===== config.mk =====
export PLATFORM = sky130hd
export DESIGN_NAME = bitband_bridge
export DESIGN_NICKNAME = d
export VERILOG_FILES = /design/src/rtl/bb_pkg.sv /design/src/rtl/bb_decode.sv /design/src/rtl/bb_bitop.sv /design/src/rtl/bb_seq.sv /design/src/rtl/bitband_bridge.sv
export SDC_FILE = /design/constraint.sdc
export NUM_CORES = 1
export LEC_CHECK = 0
export BUFFER_PORTS_ARGS = -buffer_cell sky130_fd_sc_hd__buf_2
export CELL_PAD_IN_SITES_DETAIL_PLACEMENT = 0
export CELL_PAD_IN_SITES_GLOBAL_PLACEMENT = 2
export CORE_MARGIN = 1
export CORE_UTILIZATION = 33
export CTS_CLUSTER_DIAMETER = 80
export DETAILED_ROUTE_END_ITERATION = 8
export GPL_ROUTABILITY_DRIVEN = 0
export MAX_ROUTING_LAYER = met4
export PLACE_DENSITY = 0.82
export SYNTH_ARGS = -nofsm -noshare
export SYNTH_HDL_FRONTEND = slang
export SYNTH_SLANG_ARGS = --single-unit

===== constraint.sdc =====
create_clock -name clk -period 5.1 [get_ports clk]
set_clock_uncertainty 0.1 [all_clocks]
set_input_delay 0.765 -clock clk [delete_from_list [all_inputs] [get_ports clk]]
set_output_delay 0.765 -clock clk [all_outputs]
set_load 0.1 [all_outputs]

===== src/rtl/bb_pkg.sv =====
package bb_pkg;

  // Size codes carried on m_size / mem_size
  localparam logic [1:0] SZ_BYTE = 2'd0;
  localparam logic [1:0] SZ_HALF = 2'd1;
  localparam logic [1:0] SZ_WORD = 2'd2;

  // Sequencer states (order matches the progression of an alias write)
  typedef enum logic [2:0] {
    ST_IDLE,
    ST_RD_REQ,
    ST_RD_WAIT,
    ST_WR_REQ,
    ST_WR_WAIT,
    ST_DONE
  } bb_state_e;

endpackage


===== src/rtl/bb_decode.sv =====
module bb_decode
  import bb_pkg::*;
#(
  parameter int AW = 32,
  parameter int DW = 32,
  parameter int OFS_BITS = 25,
  parameter int NUM_WIN = 2,
  parameter logic [NUM_WIN*AW-1:0] ALIAS_BASES = {32'h4200_0000, 32'h2200_0000},
  parameter logic [NUM_WIN*AW-1:0] REGION_BASES = {32'h4000_0000, 32'h2000_0000}
) (
  input  logic [AW-1:0]          addr,
  input  logic [1:0]             size,
  output logic                   hit,
  output logic [AW-1:0]          tgt_addr,
  output logic [$clog2(DW)-1:0]  bit_idx
);
  localparam int IDX_W   = $clog2(DW);
  localparam int WORD_SH = 2;            // alias words are 4 bytes
  localparam int BIT_SH  = WORD_SH + 3;  // 8 alias words per target byte
  localparam logic [AW-1:0] OFS_MASK = {{(AW-OFS_BITS){1'b0}}, {OFS_BITS{1'b1}}};

  // Force the target to the alignment of the unit being fetched
  function automatic logic [AW-1:0] align_unit(input logic [AW-1:0] a, input logic [1:0] sz);
    case (sz)
      SZ_BYTE: return a;
      SZ_HALF: return a & ~AW'(1);
      default: return a & ~AW'(DW/8 - 1);
    endcase
  endfunction

  // Bit number inside the unit, counted from the low byte
  function automatic logic [IDX_W-1:0] bit_index(input logic [AW-1:0] a, input logic [1:0] sz);
    case (sz)
      SZ_BYTE: return IDX_W'(a >> WORD_SH) & IDX_W'(7);
      SZ_HALF: return IDX_W'(a >> WORD_SH) & IDX_W'(15);
      default: return IDX_W'(a >> WORD_SH);
    endcase
  endfunction

  logic [NUM_WIN-1:0] win_hit;
  logic [AW-1:0]      win_tgt [NUM_WIN];

  for (genvar w = 0; w < NUM_WIN; w++) begin : g_win
    localparam logic [AW-1:0] ALIAS_B  = ALIAS_BASES[w*AW +: AW];
    localparam logic [AW-1:0] REGION_B = REGION_BASES[w*AW +: AW];
    assign win_hit[w] = (addr & ~OFS_MASK) == (ALIAS_B & ~OFS_MASK);
    assign win_tgt[w] = align_unit(REGION_B | ((addr & OFS_MASK) >> BIT_SH), size);
  end

  // Lowest-numbered window wins if windows were ever made to overlap
  always_comb begin
    hit      = 1'b0;
    tgt_addr = addr;
    for (int w = NUM_WIN - 1; w >= 0; w--) begin
      if (win_hit[w]) begin
        hit      = 1'b1;
        tgt_addr = win_tgt[w];
      end
    end
  end

  assign bit_idx = bit_index(addr, size);

endmodule


===== src/rtl/bb_bitop.sv =====
module bb_bitop
  import bb_pkg::*;
#(
  parameter int DW = 32,
  parameter int IDX_W = $clog2(DW)
) (
  input  logic [DW-1:0]    raw,
  input  logic [1:0]       size,
  input  logic [IDX_W-1:0] idx,
  input  logic             set_val,
  output logic [DW-1:0]    unit,
  output logic             bit_val,
  output logic [DW-1:0]    merged
);
  function automatic logic [DW-1:0] unit_mask(input logic [1:0] sz);
    case (sz)
      SZ_BYTE: return DW'(8'hFF);
      SZ_HALF: return DW'(16'hFFFF);
      default: return '1;
    endcase
  endfunction

  logic [DW-1:0] sel;

  assign unit    = raw & unit_mask(size);
  assign sel     = {{(DW-1){1'b0}}, 1'b1} << idx;
  assign bit_val = |(unit & sel);
  assign merged  = set_val ? (unit | sel) : (unit & ~sel);

endmodule


===== src/rtl/bb_seq.sv =====
module bb_seq
  import bb_pkg::*;
(
  input  logic clk,
  input  logic rst_n,
  input  logic m_req,
  input  logic rmw,
  input  logic mem_ready,
  output logic accept,
  output logic rd_phase,
  output logic wr_phase,
  output logic rd_hs,
  output logic done,
  output logic mem_req
);
  bb_state_e st, nxt;

  always_comb begin
    nxt = st;
    case (st)
      ST_IDLE:              if (m_req) nxt = ST_RD_REQ;
      ST_RD_REQ, ST_RD_WAIT: nxt = mem_ready ? (rmw ? ST_WR_REQ : ST_DONE) : ST_RD_WAIT;
      ST_WR_REQ, ST_WR_WAIT: nxt = mem_ready ? ST_DONE : ST_WR_WAIT;
      ST_DONE:              nxt = ST_IDLE;
      default:              nxt = ST_IDLE;
    endcase
  end

  always_ff @(posedge clk or negedge rst_n) begin
    if (!rst_n) st <= ST_IDLE;
    else        st <= nxt;
  end

  // Named events for the datapath and the assertions
  assign accept   = (st == ST_IDLE) && m_req;
  assign rd_phase = (st == ST_RD_REQ) || (st == ST_RD_WAIT);
  assign wr_phase = (st == ST_WR_REQ) || (st == ST_WR_WAIT);
  assign rd_hs    = rd_phase && mem_ready;
  assign done     = (st == ST_DONE);
  assign mem_req  = rd_phase || wr_phase;

  // a memory request is held until it is answered
  a_r8_req_held: assert property (@(posedge clk) disable iff (!rst_n)
    mem_req && !mem_ready |=> mem_req);

  // an accepted request leads to a memory request in the next cycle
  a_r8_req_after_accept: assert property (@(posedge clk) disable iff (!rst_n)
    accept |=> mem_req);

  // completion follows a memory handshake and lasts one cycle
  a_r9_done_after_hs: assert property (@(posedge clk) disable iff (!rst_n)
    done |-> $past(mem_req && mem_ready));
  a_r9_done_pulse: assert property (@(posedge clk) disable iff (!rst_n)
    done |=> !done);

  // a read-modify-write moves straight from the read answer into the write
  a_r6_write_follows_read: assert property (@(posedge clk) disable iff (!rst_n)
    rd_hs && rmw |=> wr_phase);

endmodule


===== src/rtl/bitband_bridge.sv =====
module bitband_bridge
  import bb_pkg::*;
#(
  parameter int AW = 32,
  parameter int DW = 32,
  parameter int OFS_BITS = 25,
  parameter int NUM_WIN = 2,
  parameter logic [NUM_WIN*AW-1:0] ALIAS_BASES = {32'h4200_0000, 32'h2200_0000},
  parameter logic [NUM_WIN*AW-1:0] REGION_BASES = {32'h4000_0000, 32'h2000_0000}
) (
  input  logic          clk,
  input  logic          rst_n,
  input  logic          m_req,
  input  logic          m_we,
  input  logic [AW-1:0] m_addr,
  input  logic [1:0]    m_size,
  input  logic [DW-1:0] m_wdata,
  output logic          m_ready,
  output logic [DW-1:0] m_rdata,
  output logic          mem_req,
  output logic          mem_we,
  output logic [AW-1:0] mem_addr,
  output logic [1:0]    mem_size,
  output logic [DW-1:0] mem_wdata,
  input  logic          mem_ready,
  input  logic [DW-1:0] mem_rdata
);
  localparam int IDX_W = $clog2(DW);

  // Decode of the live master request
  logic             dec_hit;
  logic [AW-1:0]    dec_tgt;
  logic [IDX_W-1:0] dec_idx;

  bb_decode #(
    .AW(AW), .DW(DW), .OFS_BITS(OFS_BITS), .NUM_WIN(NUM_WIN),
    .ALIAS_BASES(ALIAS_BASES), .REGION_BASES(REGION_BASES)
  ) u_decode (
    .addr(m_addr), .size(m_size),
    .hit(dec_hit), .tgt_addr(dec_tgt), .bit_idx(dec_idx)
  );

  // Sequencer
  logic accept, rd_phase, wr_phase, rd_hs, done;
  logic lat_alias, lat_we;

  bb_seq u_seq (
    .clk(clk), .rst_n(rst_n), .m_req(m_req),
    .rmw(lat_alias && lat_we), .mem_ready(mem_ready),
    .accept(accept), .rd_phase(rd_phase), .wr_phase(wr_phase),
    .rd_hs(rd_hs), .done(done), .mem_req(mem_req)
  );

  // Request held for the whole access
  logic [AW-1:0]    lat_addr, lat_tgt;
  logic [1:0]       lat_size;
  logic [DW-1:0]    lat_wdata;
  logic [IDX_W-1:0] lat_idx;
  logic [DW-1:0]    cap_raw;

  always_ff @(posedge clk or negedge rst_n) begin
    if (!rst_n) begin
      lat_alias <= 1'b0;
      lat_we    <= 1'b0;
      lat_addr  <= '0;
      lat_tgt   <= '0;
      lat_size  <= SZ_BYTE;
      lat_wdata <= '0;
      lat_idx   <= '0;
    end else if (accept) begin
      lat_alias <= dec_hit;
      lat_we    <= m_we;
      lat_addr  <= m_addr;
      lat_tgt   <= dec_tgt;
      lat_size  <= m_size;
      lat_wdata <= m_wdata;
      lat_idx   <= dec_idx;
    end
  end

  // Unit returned by the read phase
  always_ff @(posedge clk or negedge rst_n) begin
    if (!rst_n)     cap_raw <= '0;
    else if (rd_hs) cap_raw <= mem_rdata;
  end

  logic [DW-1:0] cap_unit, merged;
  logic          cap_bit;

  bb_bitop #(.DW(DW), .IDX_W(IDX_W)) u_bitop (
    .raw(cap_raw), .size(lat_size), .idx(lat_idx), .set_val(lat_wdata[0]),
    .unit(cap_unit), .bit_val(cap_bit), .merged(merged)
  );

  // Memory side
  assign mem_we    = wr_phase || (rd_phase && !lat_alias && lat_we);
  assign mem_addr  = lat_alias ? lat_tgt : lat_addr;
  assign mem_size  = lat_size;
  assign mem_wdata = wr_phase ? merged : lat_wdata;

  // Master side
  assign m_ready = done;
  assign m_rdata = lat_alias ? {{(DW-1){1'b0}}, cap_bit} : cap_raw;

  // the memory request fields do not move while waiting
  a_r8_fields_stable: assert property (@(posedge clk) disable iff (!rst_n)
    mem_req && !mem_ready |=> $stable(mem_addr) && $stable(mem_we) && $stable(mem_size));

  // the write-back differs from the unit read in at most one bit
  a_r6_single_bit: assert property (@(posedge clk) disable iff (!rst_n)
    mem_req && mem_we && lat_alias |-> $countones(mem_wdata ^ cap_unit) <= 1);

  // the written bit follows bit 0 of the master's data
  a_r6_bit_from_lsb: assert property (@(posedge clk) disable iff (!rst_n)
    wr_phase && lat_alias |-> mem_wdata[lat_idx] == lat_wdata[0]);

  // an alias result carries nothing above bit 0
  a_r5_bit_only: assert property (@(posedge clk) disable iff (!rst_n)
    m_ready && lat_alias |-> (m_rdata >> 1) == '0);

  // nothing is driven in the first cycle out of reset
  a_r1_quiet_after_reset: assert property (@(posedge clk) disable iff (!rst_n)
    !$past(rst_n) |-> !m_ready && !mem_req);

endmodule


; After elaboration in Yosys (flattened, before gate mapping)
; Index checks and enable logic that the tools add are counted.
[classes]
order_cmp = 0
n_div = 0
mux = 17
bitwise = 5
multipliers = 0
n_reduce_logical = 16
add_sub_neg = 0
shift = 1
n_eq_ne = 10
[op_table]
columns = cell, n
row1 = 2-to-1 mux 32 bit, 6
row2 = AND 32 bit, 3
row3 = one-hot mux 32 bit (2 select lines), 1
row4 = inverter 32 bit, 1
row5 = bitwise OR 32 bit, 1
row6 = OR reduction 32 bit, 1
row7 = "left shift 1 x 5 -> 32 bit, first input constant", 1
row8 = one-hot mux 5 bit (2 select lines), 1
row9 = 2-to-1 mux 3 bit, 3
row10 = one-hot mux 3 bit (3 select lines), 1
row11 = one-hot mux 2 bit (2 select lines), 2
row12 = "equality test 7 x 5 -> 1 bit, second input constant", 1
row13 = "equality test 7 x 6 -> 1 bit, second input constant", 1
row14 = "equality test 3 x 2 -> 1 bit, second input constant", 2
row15 = "equality test 3 bit, second input constant", 2
row16 = logical AND 1 bit, 5
row17 = "equality test 2 x 1 -> 1 bit, second input constant", 2
row18 = zero test 2 bit, 2
row19 = logical OR 1 bit, 4
row20 = OR reduction 2 bit, 2
row21 = "equality test 3 x 1 -> 1 bit, second input constant", 1
row22 = zero test 3 bit, 1
row23 = 2-to-1 mux 1 bit, 3
row24 = "!= test 2 bit, second input constant", 1
row25 = zero test 1 bit, 1
[totals]
in_bits = 103
elab_cells = 58
out_inout_bits = 101
mem_bits_rw = 0
mem_count = 0
latch_bits = 0
register_bits = 140
mem_bits_ro = 0

; Depth between registers and ports, before layout
; Gate-level depths: netlist of run 1.
[logic_depth]
depth_word = 6
depth_mapped = 8
mapped_depth_nobuf = 5

; Modules after synthesis
; A second synthesis of run 1 with hierarchy kept.
[hier_totals]
cells_unflattened = 638
hier_area_um2 = 8179.1
[modules_own_cells]
columns = module, n_inst, seq_area_each_um2, cells_per_inst, area_each_um2
row1 = bitband_bridge, 1, 3428.3, 400, 6334.8
row2 = bb_bitop, 1, 0.0, 172, 1179.9
row3 = bb_decode, 1, 0.0, 45, 452.9
row4 = bb_seq, 1, 75.1, 21, 211.5

; Worst setup path before layout of run 1
; Ideal clock, no wire load.
[synth_timing]
path_type = register to output
startpoint = register lat_size[1], in the netlist mem_size[1]
endpoint = output port m_rdata[0]
slack_ns = 0.889
required_ns = 4.235
path_buffers = 1
stages_incl_launch_ff = 7
t_arrival_ns = 3.346
path_cell_list = dfrtp_1 > or2_1 > buf_2 > a31oi_1 > nor3b_1 > o21ai_0 > a41oi_1
[synth_between]
elab_chain_cells = 6
elab_cells_between_ends = 7
classes_between = eq/ne (1) / mux (2) / bitwise (2) / reduce/logical (2)
[synth_rtl]
columns = element, line
row1 = start: declaration, bitband_bridge.sv:56  ; logic [1:0] lat_size;
row2 = start signal: assignment, bitband_bridge.sv:75  ; lat_size <= m_size;
row3 = equality test 2 x 1 -> 1 bit or zero test 2 bit (tied branches), bb_bitop.sv:16  ; case (sz)
row4 = one-hot mux 32 bit (2 select lines) *, bb_bitop.sv:16
row5 = AND 32 bit *, bb_bitop.sv:25  ; assign unit = raw & unit_mask(size);
row6 = AND 32 bit *, bb_bitop.sv:27  ; assign bit_val = |(unit & sel);
row7 = OR reduction 32 bit *, bb_bitop.sv:27
row8 = 2-to-1 mux 32 bit *, bitband_bridge.sv:103  ; assign m_rdata = lat_alias ? {{(DW-1){1'b0}}, cap_bit} : cap_raw;
row9 = end: declaration, bitband_bridge.sv:19  ; output logic [DW-1:0] m_rdata,
; Mark *: on every way between the ends. The rest lies on a longest branch, timed or not.

; Final worst setup path of run 1
[layout_timing]
startpoint = register lat_idx[3]
endpoint = output port m_rdata[0]
[layout_between]
elab_chain_cells = 4
[layout_rtl]
columns = element, line
row1 = start: declaration, bitband_bridge.sv:58  ; logic [IDX_W-1:0] lat_idx;
row2 = start signal: assignment, bitband_bridge.sv:77  ; lat_idx <= dec_idx;
row3 = left shift 1 x 5 -> 32 bit, bb_bitop.sv:26  ; assign sel = {{(DW-1){1'b0}}, 1'b1} << idx;
row4 = AND 32 bit, bb_bitop.sv:27
row5 = OR reduction 32 bit, bb_bitop.sv:27
row6 = 2-to-1 mux 32 bit, bitband_bridge.sv:103
; Every way passes these cells.

==> results of run 1 <==
[stage by stage]
step                std cells  util (%)  worst slack, ps  hold WS, ps
floorplan                 837         -              889          340
global placement         1266      38.8             1710          353
detailed placement       1266      38.8             1630          358
CTS                      1298      41.7             1150          375
global route             1304      41.8              930          392
finish                   1305      41.8             1140          356
[critical path: cells and delay by family (launching register included)]
kind            cells  cell delay, ps
compound gates      2             360
flops               1             830
buf+inv             2             750
simple gates        2             720
[sequential cells by signal, summed over array words and instances, names as in the netlist]
signal and cells:
lat_tgt 32, cap_raw 32, lat_idx 2, lat_addr 32, lat_wdata 32, lat_alias 1, lat_we 1, u_seq.st 3
mem_size 2
[cell families (layout without fill, tap and decap cells)]
group | after synthesis | count (layout) | share of synthesized area [%]
simple gates | 397 | 397 | 23.5
flops | 137 | 137 | 46.9
compound gates | 134 | 134 | 10.2
mux | 95 | 95 | 14.1
buf+inv | 69 | 250 | 4.69
xor+xnor | 3 | 3 | 0.360
fa+ha+maj | 2 | 2 | 0.274
other cells | 0 | 7 | 0
[layout make-up]
class                           instances  area [sq um]
Fill cell                            2293         12700
Multi-Input combinational cell        631          3550
Sequential cell                       137          3430
Timing Repair Buffer                  213          1100
Clock buffer                           18           439
Tap cell                              280           350
Clock inverter                         14           186
Inverter                                5          18.8
Antenna cell                            7          17.5
[cell usage in the layout (no fill, tap or decap), drive strengths merged, types with 2 or more instances in the layout]
cell     instances
nor3b            6
diode            7
nor3             3
mux2            64
o31ai            2
nor2            41
buf            213
xnor2            2
nand4            2
and2             2
a2111oi          3
bufinv           3
inv             10
maj3             2
nand2b           2
and3             6
mux2i           31
nor2b           36
nand3            9
clkinv           5
nand3b           2
a31oi           29
nand2          283
dfrtp          137
o2bb2ai          2
clkbuf          18
a21oi           60
o21ai           35
[worst paths after layout]
| check | slack, ps | cells after the start | from | to |
|---|---|---|---|---|
| worst max-delay path | 1140 | 6 | lat_idx[3]$_DFFE_PN0P_ | m_rdata[0] |
| worst min-delay path | 360 | 1 | rst_n | cap_raw[17]$_DFFE_PN0P_ |
| worst max register to register | 2580 | 5 | u_seq.st[0]$_DFFE_PN0P_ | lat_tgt[23]$_DFFE_PN0P_ |
| worst min register to register | 370 | 2 | lat_addr[19]$_DFFE_PN0P_ | lat_addr[19]$_DFFE_PN0P_ |
| max in group asynchronous | 3430 | 2 | rst_n | lat_idx[4]$_DFFE_PN0P_ |
| min in group clk | 370 | 2 | lat_addr[19]$_DFFE_PN0P_ | lat_addr[19]$_DFFE_PN0P_ |
[per-layer routing]
layer	track usage, %	routed length (um)	up-vias
met1	27.0	10200	2986
li1	-	-	3148
met3	6.17	1460	33
met5	-	0	-
met4	8.40	603	0
met2	33.1	10900	173
==> summary.md, run 1 <==
| Metric | Value |
|---|---|
| Rows | `between 50 and 60` |
| Post-synth top area share | `a little under half` |
| Iteration-0 DRC Markers | `around 420` |
| CTS Hold Buffers Added | `0` |
| Fin. max-slew vios | `0` |
| Final Hold Violating Endpoints | `0` |
| Max stage delay cell, worst path | `dfrtp_1` |
| Root Driver | `clkbuf_16` |
| RSZ-0062 raised after global routing | `false` |
| Crit end category | `primary output` |
| Area contributors post-synth | `dfrtp_1 (47%), nand2_1 (15%), mux2_2 (5.5%), mux2_1 (4.3%), mux2i_1 (4.2%)` |
| Final instance area | `9090 sq um` |
| IO Pins | `around 200` |
| Post-Syn Nets | `940` |
| Worst EP required | `4240 ps` |
| Critical path class | `flip-flop to primary output` |
| Post-route setup TNS | `0 ps` |
| Cell area after synthesis | `approximately 7300 sq um` |
| Largest net degree at the start of global routing | `99` |
| H-tree level count | `4` |
| First-pass GRT wire length | `approximately 35000 um` |
| Latest clock arrival within the worst-skew pair | `430 ps` |
| Synth cell count leaders | `nand2_1 (283), dfrtp_1 (137), a21oi_1 (60), nor2_1 (41)` |
| Grt ovf | `0` |
| Post-CTS resize count | `0` |
| Ys Warns | `0` |
| DP HPWL | `around 16000 um` |
| Final setup viols | `0` |
| Sequential share of the synthesized area | `a little under half` |
| Worst-Margin Slew | `1050 ps` |
| Nets | `1108` |
| Top-count cell post-synth | `nand2_1` |
| DP Area | `8450 sq um` |
| CP peak stage delay | `830 ps` |
| Vias/cell | `around 4.9` |
| Die X | `between 150 and 200 um` |
| Mean cell area of the mapped netlist | `8.73 sq um` |
| Clock Tree Buf Depth | `2` |
| Die H | `151 um` |
| Max frequency | `0.253 GHz` |
| DRC viols | `0` |
| Critical Path AT | `3090 ps` |
| Antenna violations before repair | `6` |
| Crit-path max FO | `19` |
| Fraction of registers with async set/reset | `100%` |
| Share of cells above drive strength 1 | `28.6%` |
| EDFF count, synth | `0` |
| Die ar. | `22700 sq um` |
| Tot GR Track Use | `21.6%` |
| Number of global-route vias before repair | `about 6200` |
| Post-synthesis register bit count | `around 140` |
| Reg clk slew, reported paths | `60 ps` |
| Max_slew headroom | `just under 30%` |
| Final period utilization | `77.6%` |
| WL final | `23100 um` |
| Initial Utilization | `33.6%` |
| Drt pass-1 iters | `4` |
| Critical Path, Cell by Cell | `inv_1, nor3_2, and3_1, a2111oi_0, a41oi_1, buf_2` |
| Leading area contributor after synthesis | `dfrtp_1` |
| Status | `finished clean` |
| Distinct cells, synth | `43` |
| Max cap viols | `0` |
| Syn-to-layout area delta | `24.4%` |
| Antenna Nets Post-Route | `0` |
| Via count | `approximately 6300` |
| Post-CTS Setup Bufs | `0` |
| Critical Path Start Type | `flip-flop` |
| Total clock sinks | `137` |
| Mapped Cells | `837` |
| CTS tree | `done` |
| Number of CTS-inserted buffers | `17` |
| Input/output buffers | `203` |
| Post-layout min period | `about 4000 ps` |
| Worst Hold Class | `input port to async pin` |
| Routed wire per std cell | `~18 um` |
| Core box area | `21800 sq um` |
| Top FF cell, synth | `dfrtp_1` |
Power of run 1 is left out: the tool's default activity adds up to more than one toggle a clock period on the data nets, which glitch-free logic cannot reach.
==> inputs of run 2 (changes only) <==
- CORE_UTILIZATION: 33 -> 28
- PLACE_DENSITY: 0.82 -> 0.74
- clock period: 5.1 -> 3.3 ns (I/O delays scaled with it)
==> summary.md, run 2 (synthesis gave the netlist of run 1 again) <==
| Metric | Value |
|---|---|
| Final Hold Violating Endpoints | `1 (+1)` |
| Critical Path Start Type | `flip-flop` |
| IO Pins | `204 (unchanged)` |
| Die X | `164 um (+8.4%)` |
| Clock Tree Buf Depth | `2 (unchanged)` |
| CTS Hold Buffers Added | `0 (unchanged)` |
| Worst EP required | `2700 ps (-1540 ps)` |
| Routed wire per std cell | `17.2 um (-3.0%)` |
| Failing checks | `hold timing` |
| First-pass GRT wire length | `36400 um (+2.5%)` |
| RSZ-0062 raised after global routing | `false` |
| Input/output buffers | `203 (unchanged)` |
| Largest net degree at the start of global routing | `81 (-18%)` |
| Reg clk slew, reported paths | `70 ps (about the same)` |
| DP HPWL | `16900 um (+3.7%)` |
| Max stage delay cell, worst path | `a2111oi_1` |
| Status | `complete, but fails checks` |
| DRC viols | `0 (unchanged)` |
| Number of global-route vias before repair | `6225 (+1.1%)` |
| Grt ovf | `0 (unchanged)` |
| Via count | `6258 (-1.3%)` |
| Total clock sinks | `137 (unchanged)` |
| Tot GR Track Use | `18.5% (-3.1 points)` |
| Nets | `1121 (+1.2%)` |
| Crit-path max FO | `13 (-6)` |
| Post-layout min period | `approximately 3200 ps` |
| Root Driver | `clkbuf_16` |
| CTS tree | `done` |
| Post-route setup TNS | `0 ps (unchanged)` |
| WL final | `23600 um (+2.0%)` |
| Antenna violations before repair | `11 (+5)` |
| Max frequency | `0.314 GHz` |
| Final period utilization | `96.6%` |
| Leading cell type in the layout, fill and taps excluded | `nand2_1` |
| Antenna Nets Post-Route | `0 (unchanged)` |
| Rows | `58 (+7.4%)` |
| Critical path class | `flip-flop to primary output` |
| CP peak stage delay | `440 ps (-390 ps)` |
| Fin worst setup slack | `112 ps (-1030 ps)` |
| Fill count | `2707 (+18%)` |
| Max cap viols | `0 (unchanged)` |
| Initial Utilization | `28.8% (-4.8 points)` |
| Crit end category | `primary output` |
| Number of CTS-inserted buffers | `17 (unchanged)` |
| Critical Path, Cell by Cell | `or2_2, nor4b_1, a41o_1, a2111oi_1, a41oi_2, buf_12` |
| Pre-CTS setup slack | `382 ps (-1250 ps)` |
| Worst hold slack | `-4.90 ps (-361 ps)` |
| Latest clock arrival within the worst-skew pair | `420 ps (about the same)` |
| Critical Path AT | `2590 ps (-500 ps)` |
| Fin. max-slew vios | `0 (unchanged)` |
| Worst Hold Class | `input port to async pin` |
| Vias/cell | `4.56 (-6.1%)` |
| H-tree level count | `4 (unchanged)` |
| Final setup viols | `0 (unchanged)` |
| Iteration-0 DRC Markers | `367 (-12%)` |
| Drt pass-1 iters | `4 (unchanged)` |
| Core box area | `25400 sq um (+17%)` |
| Reg2Reg Depth | `5 (unchanged)` |
| Syn-to-layout area delta | `34.7%` |
| Share of cells above drive strength 1 | `32.5% (+3.9 points)` |
| Commonest cells after routing, fill and taps aside | `nand2_1 (282), buf_2 (170), dfrtp_1 (135)` |
| Worst-Margin Slew | `797 ps (-258 ps)` |
| Die ar. | `26800 sq um (+18%)` |
| Die H | `164 um (+8.4%)` |
| Max_slew headroom | `46.9% (+17 points)` |
[run 2: cell types whose count changed in the layout (fill, tap and decap cells not counted), sizes merged]
cell,delta
diode,+4
inv,+3
buf,+13
bufinv,-3
[run 2: repair_timing]
action,CTS,global route
pin swaps,0,0
endpoints found under the setup margin,1,1
resized for setup,1,4
cloned,0,0
setup buffers,0,0
[run 2: cell type report]
type	instances	area, sq um	area share (%)
Clock inverter	14	126	1.28
Inverter	5	18.8	0.191
Timing Repair Buffer	226	1730	17.5
Tap cell	330	413	4.19
Antenna cell	11	27.5	0.280
Sequential cell	137	3430	34.8
Clock buffer	18	429	4.36
Multi-Input combinational cell	631	3680	37.3
[run 2: layer usage]
metal	wire length, um	share of wire (%)	track usage [%]
met4	122	0.52	3.79
met5	0	0	-
met2	11300	48	29.1
met3	1600	6.8	5.64
met1	10600	45	23.4
[run 2: critical path, delay by kind of cell, from the launching register on]
family,cells,cell delay (ps)
buf+inv,1,230
compound gates,3,920
flops,1,390
simple gates,2,620
[run 2: path summary, 6_finish.rpt]
check	from	endpoint	slack, ps
max	mem_size[0]$_DFFE_PN0P_	m_rdata[0]	110
min	rst_n	cap_raw[15]$_DFFE_PN0P_	-5
max reg2reg	u_seq.st[2]$_DFFE_PN0P_	lat_tgt[25]$_DFFE_PN0P_	1380
min reg2reg	lat_addr[0]$_DFFE_PN0P_	lat_addr[0]$_DFFE_PN0P_	370
max in group asynchronous	rst_n	cap_raw[29]$_DFFE_PN0P_	2210
min in group clk	m_wdata[3]	lat_wdata[3]$_DFFE_PN0P_	160
[run 2: stage by stage]
stage               instances  utilization, %  instance area (sq um)  hold WS, ps
floorplan                 837               -                   7420         99.4
global placement         1329            36.4                   9260          354
detailed placement       1329            36.4                   9260          359
CTS                      1361            38.6                   9810         34.6
global route             1372            38.8                   9850         55.6
finish                   1372            38.8                   9850        -4.90
Power of run 2 is left out for the same reason.
==> inputs of run 3 (changes only) <==
- CORE_ASPECT_RATIO: not set -> 2
- CORE_UTILIZATION: 28 -> 29
- CTS_BUF_LIST: not set -> sky130_fd_sc_hd__clkbuf_8
- PLACE_DENSITY: 0.74 -> 0.77
- SLEW_MARGIN: not set -> 5
==> summary.md, run 3 (synthesis gave the netlist of run 1 again) <==
| Metric | Value |
|---|---|
| Share of cells above drive strength 1 | `32.9% (+0.36 points)` |
| Antenna Nets Post-Route | `0 (unchanged)` |
| Commonest cells after routing, fill and taps aside | `nand2_1 (282), buf_2 (174), dfrtp_1 (134)` |
| Fin worst setup slack | `110 ps (-1.92 ps)` |
| Fin. max-slew vios | `0 (unchanged)` |
| Nets | `1128 (+0.62%)` |
| Critical path class | `flip-flop to primary output` |
| Crit end category | `primary output` |
| H-tree level count | `4 (unchanged)` |
| Input/output buffers | `203 (unchanged)` |
| Worst EP required | `2700 ps (about the same)` |
| Iteration-0 DRC Markers | `195 (-47%)` |
| Final Hold Violating Endpoints | `0 (-1)` |
| Leading cell type in the layout, fill and taps excluded | `nand2_1` |
| Largest net degree at the start of global routing | `64 (-21%)` |
| Post-CTS Setup Bufs | `0 (unchanged)` |
| Die ar. | `25900 sq um (-3.3%)` |
| Die H | `227 um (+38%)` |
| Initial Utilization | `29.7% (+0.90 points)` |
| Tot GR Track Use | `21.1% (+2.6 points)` |
| IO Pins | `204 (unchanged)` |
| WL final | `25100 um (+6.7%)` |
| Max cap viols | `0 (unchanged)` |
| Clock Tree Buf Depth | `2 (unchanged)` |
| Max frequency | `0.313 GHz (about the same)` |
| Grt ovf | `0 (unchanged)` |
| Crit-path max FO | `12 (-1)` |
| Status | `finished clean` |
| Final setup viols | `0 (unchanged)` |
| Total clock sinks | `137 (unchanged)` |
| Via count | `6444 (+3.0%)` |
| Syn-to-layout area delta | `33.7%` |
| Post-route setup TNS | `0 ps (unchanged)` |
| Number of CTS-inserted buffers | `17 (unchanged)` |
| Final period utilization | `96.7% (about the same)` |
| Max_slew headroom | `46.7% (-0.15 points)` |
| Routed wire per std cell | `18.3 um (+6.5%)` |
| Worst-Margin Slew | `799 ps (+2.24 ps)` |
| Die X | `114 um (-30%)` |
| Pre-CTS setup slack | `410 ps (+28.6 ps)` |
| Vias/cell | `4.69 (+2.7%)` |
| CTS tree | `done` |
| Latest clock arrival within the worst-skew pair | `490 ps (+70 ps)` |
| First-pass GRT wire length | `38500 um (+5.8%)` |
| Worst Hold Class | `input port to flip-flop` |
| Antenna violations before repair | `5 (-6)` |
| Rows | `81 (+40%)` |
| Critical Path Start Type | `flip-flop` |
| RSZ-0062 raised after global routing | `true` |
| Core box area | `24600 sq um (-3.0%)` |
| Post-layout min period | `3190 ps (+1.92 ps)` |
| Number of global-route vias before repair | `6630 (+6.5%)` |
| Drt pass-1 iters | `4 (unchanged)` |
| DRC viols | `0 (unchanged)` |
| Reg clk slew, reported paths | `80 ps (about the same)` |
| Critical Path AT | `2600 ps (about the same)` |
| DP HPWL | `18900 um (+12%)` |
| Root Driver | `clkbuf_8` |
-- run 3: critical path, cell delays in order, from the launching register on --
cell and delay [ps]:
dfrtp_1 530, buf_4 260, mux2_2 350, and4_1 200
o31ai_1 330, a41oi_2 210, buf_12 220
-- run 3: final timing paths --
check                                          from                   endpoint  slack [ps]  cells after the start
hold reg to reg            lat_addr[16]$_DFFE_PN0P_   lat_addr[16]$_DFFE_PN0P_         370                      2
max in group asynchronous                     rst_n     cap_raw[1]$_DFFE_PN0P_        1970                      3
min in group asynchronous                     rst_n   lat_addr[11]$_DFFE_PN0P_         390                      2
setup / recovery            lat_addr[4]$_DFFE_PN0P_                 m_rdata[0]         110                      6
setup reg to reg            u_seq.st[2]$_DFFE_PN0P_    lat_tgt[25]$_DFFE_PN0P_        1190                      5
hold / removal                          m_wdata[18]  lat_wdata[18]$_DFFE_PN0P_          90                      3
-- run 3: per-layer routing --
| layer | vias up | global-route usage, % | share of wire [%] |
|---|---|---|---|
| met5 | - | - | 0 |
| met4 | 0 | 7.92 | 2.6 |
| met3 | 31 | 4.92 | 3.9 |
| li1 | 3176 | - | - |
| met1 | 3086 | 20.6 | 36 |
| met2 | 151 | 39.8 | 58 |
-- run 3: what timing repair did --
action,4_1_cts,5_1_grt
hold endpoints to repair,44,0
hold buffers,1,0
resized for setup,1,5
setup endpoints to repair,6,3
-- run 3: cell type report --
type,instances,area (sq um)
Multi-Input combinational cell,631,3680
Tap cell,332,415
Sequential cell,137,3430
Clock inverter,12,219
Timing Repair Buffer,233,1720
Clock buffer,20,275
Inverter,5,18.8
Fill cell,2538,14900
Antenna cell,5,12.5
-- run 3: metrics by stage --
| stage | utilization, % | instances | hold slack [ps] | instance area, sq um |
|---|---|---|---|---|
| after detailed placement | 37.5 | 1337 | 357 | 9240 |
| after floorplan | - | 837 | 99.4 | 7420 |
| after global placement | 37.5 | 1337 | 354 | 9240 |
| after CTS | 39.6 | 1370 | 42.4 | 9750 |
| after global routing | 39.7 | 1375 | 60.5 | 9770 |
| final | 39.7 | 1375 | 91.2 | 9770 |
Power of run 3 is left out for the same reason.
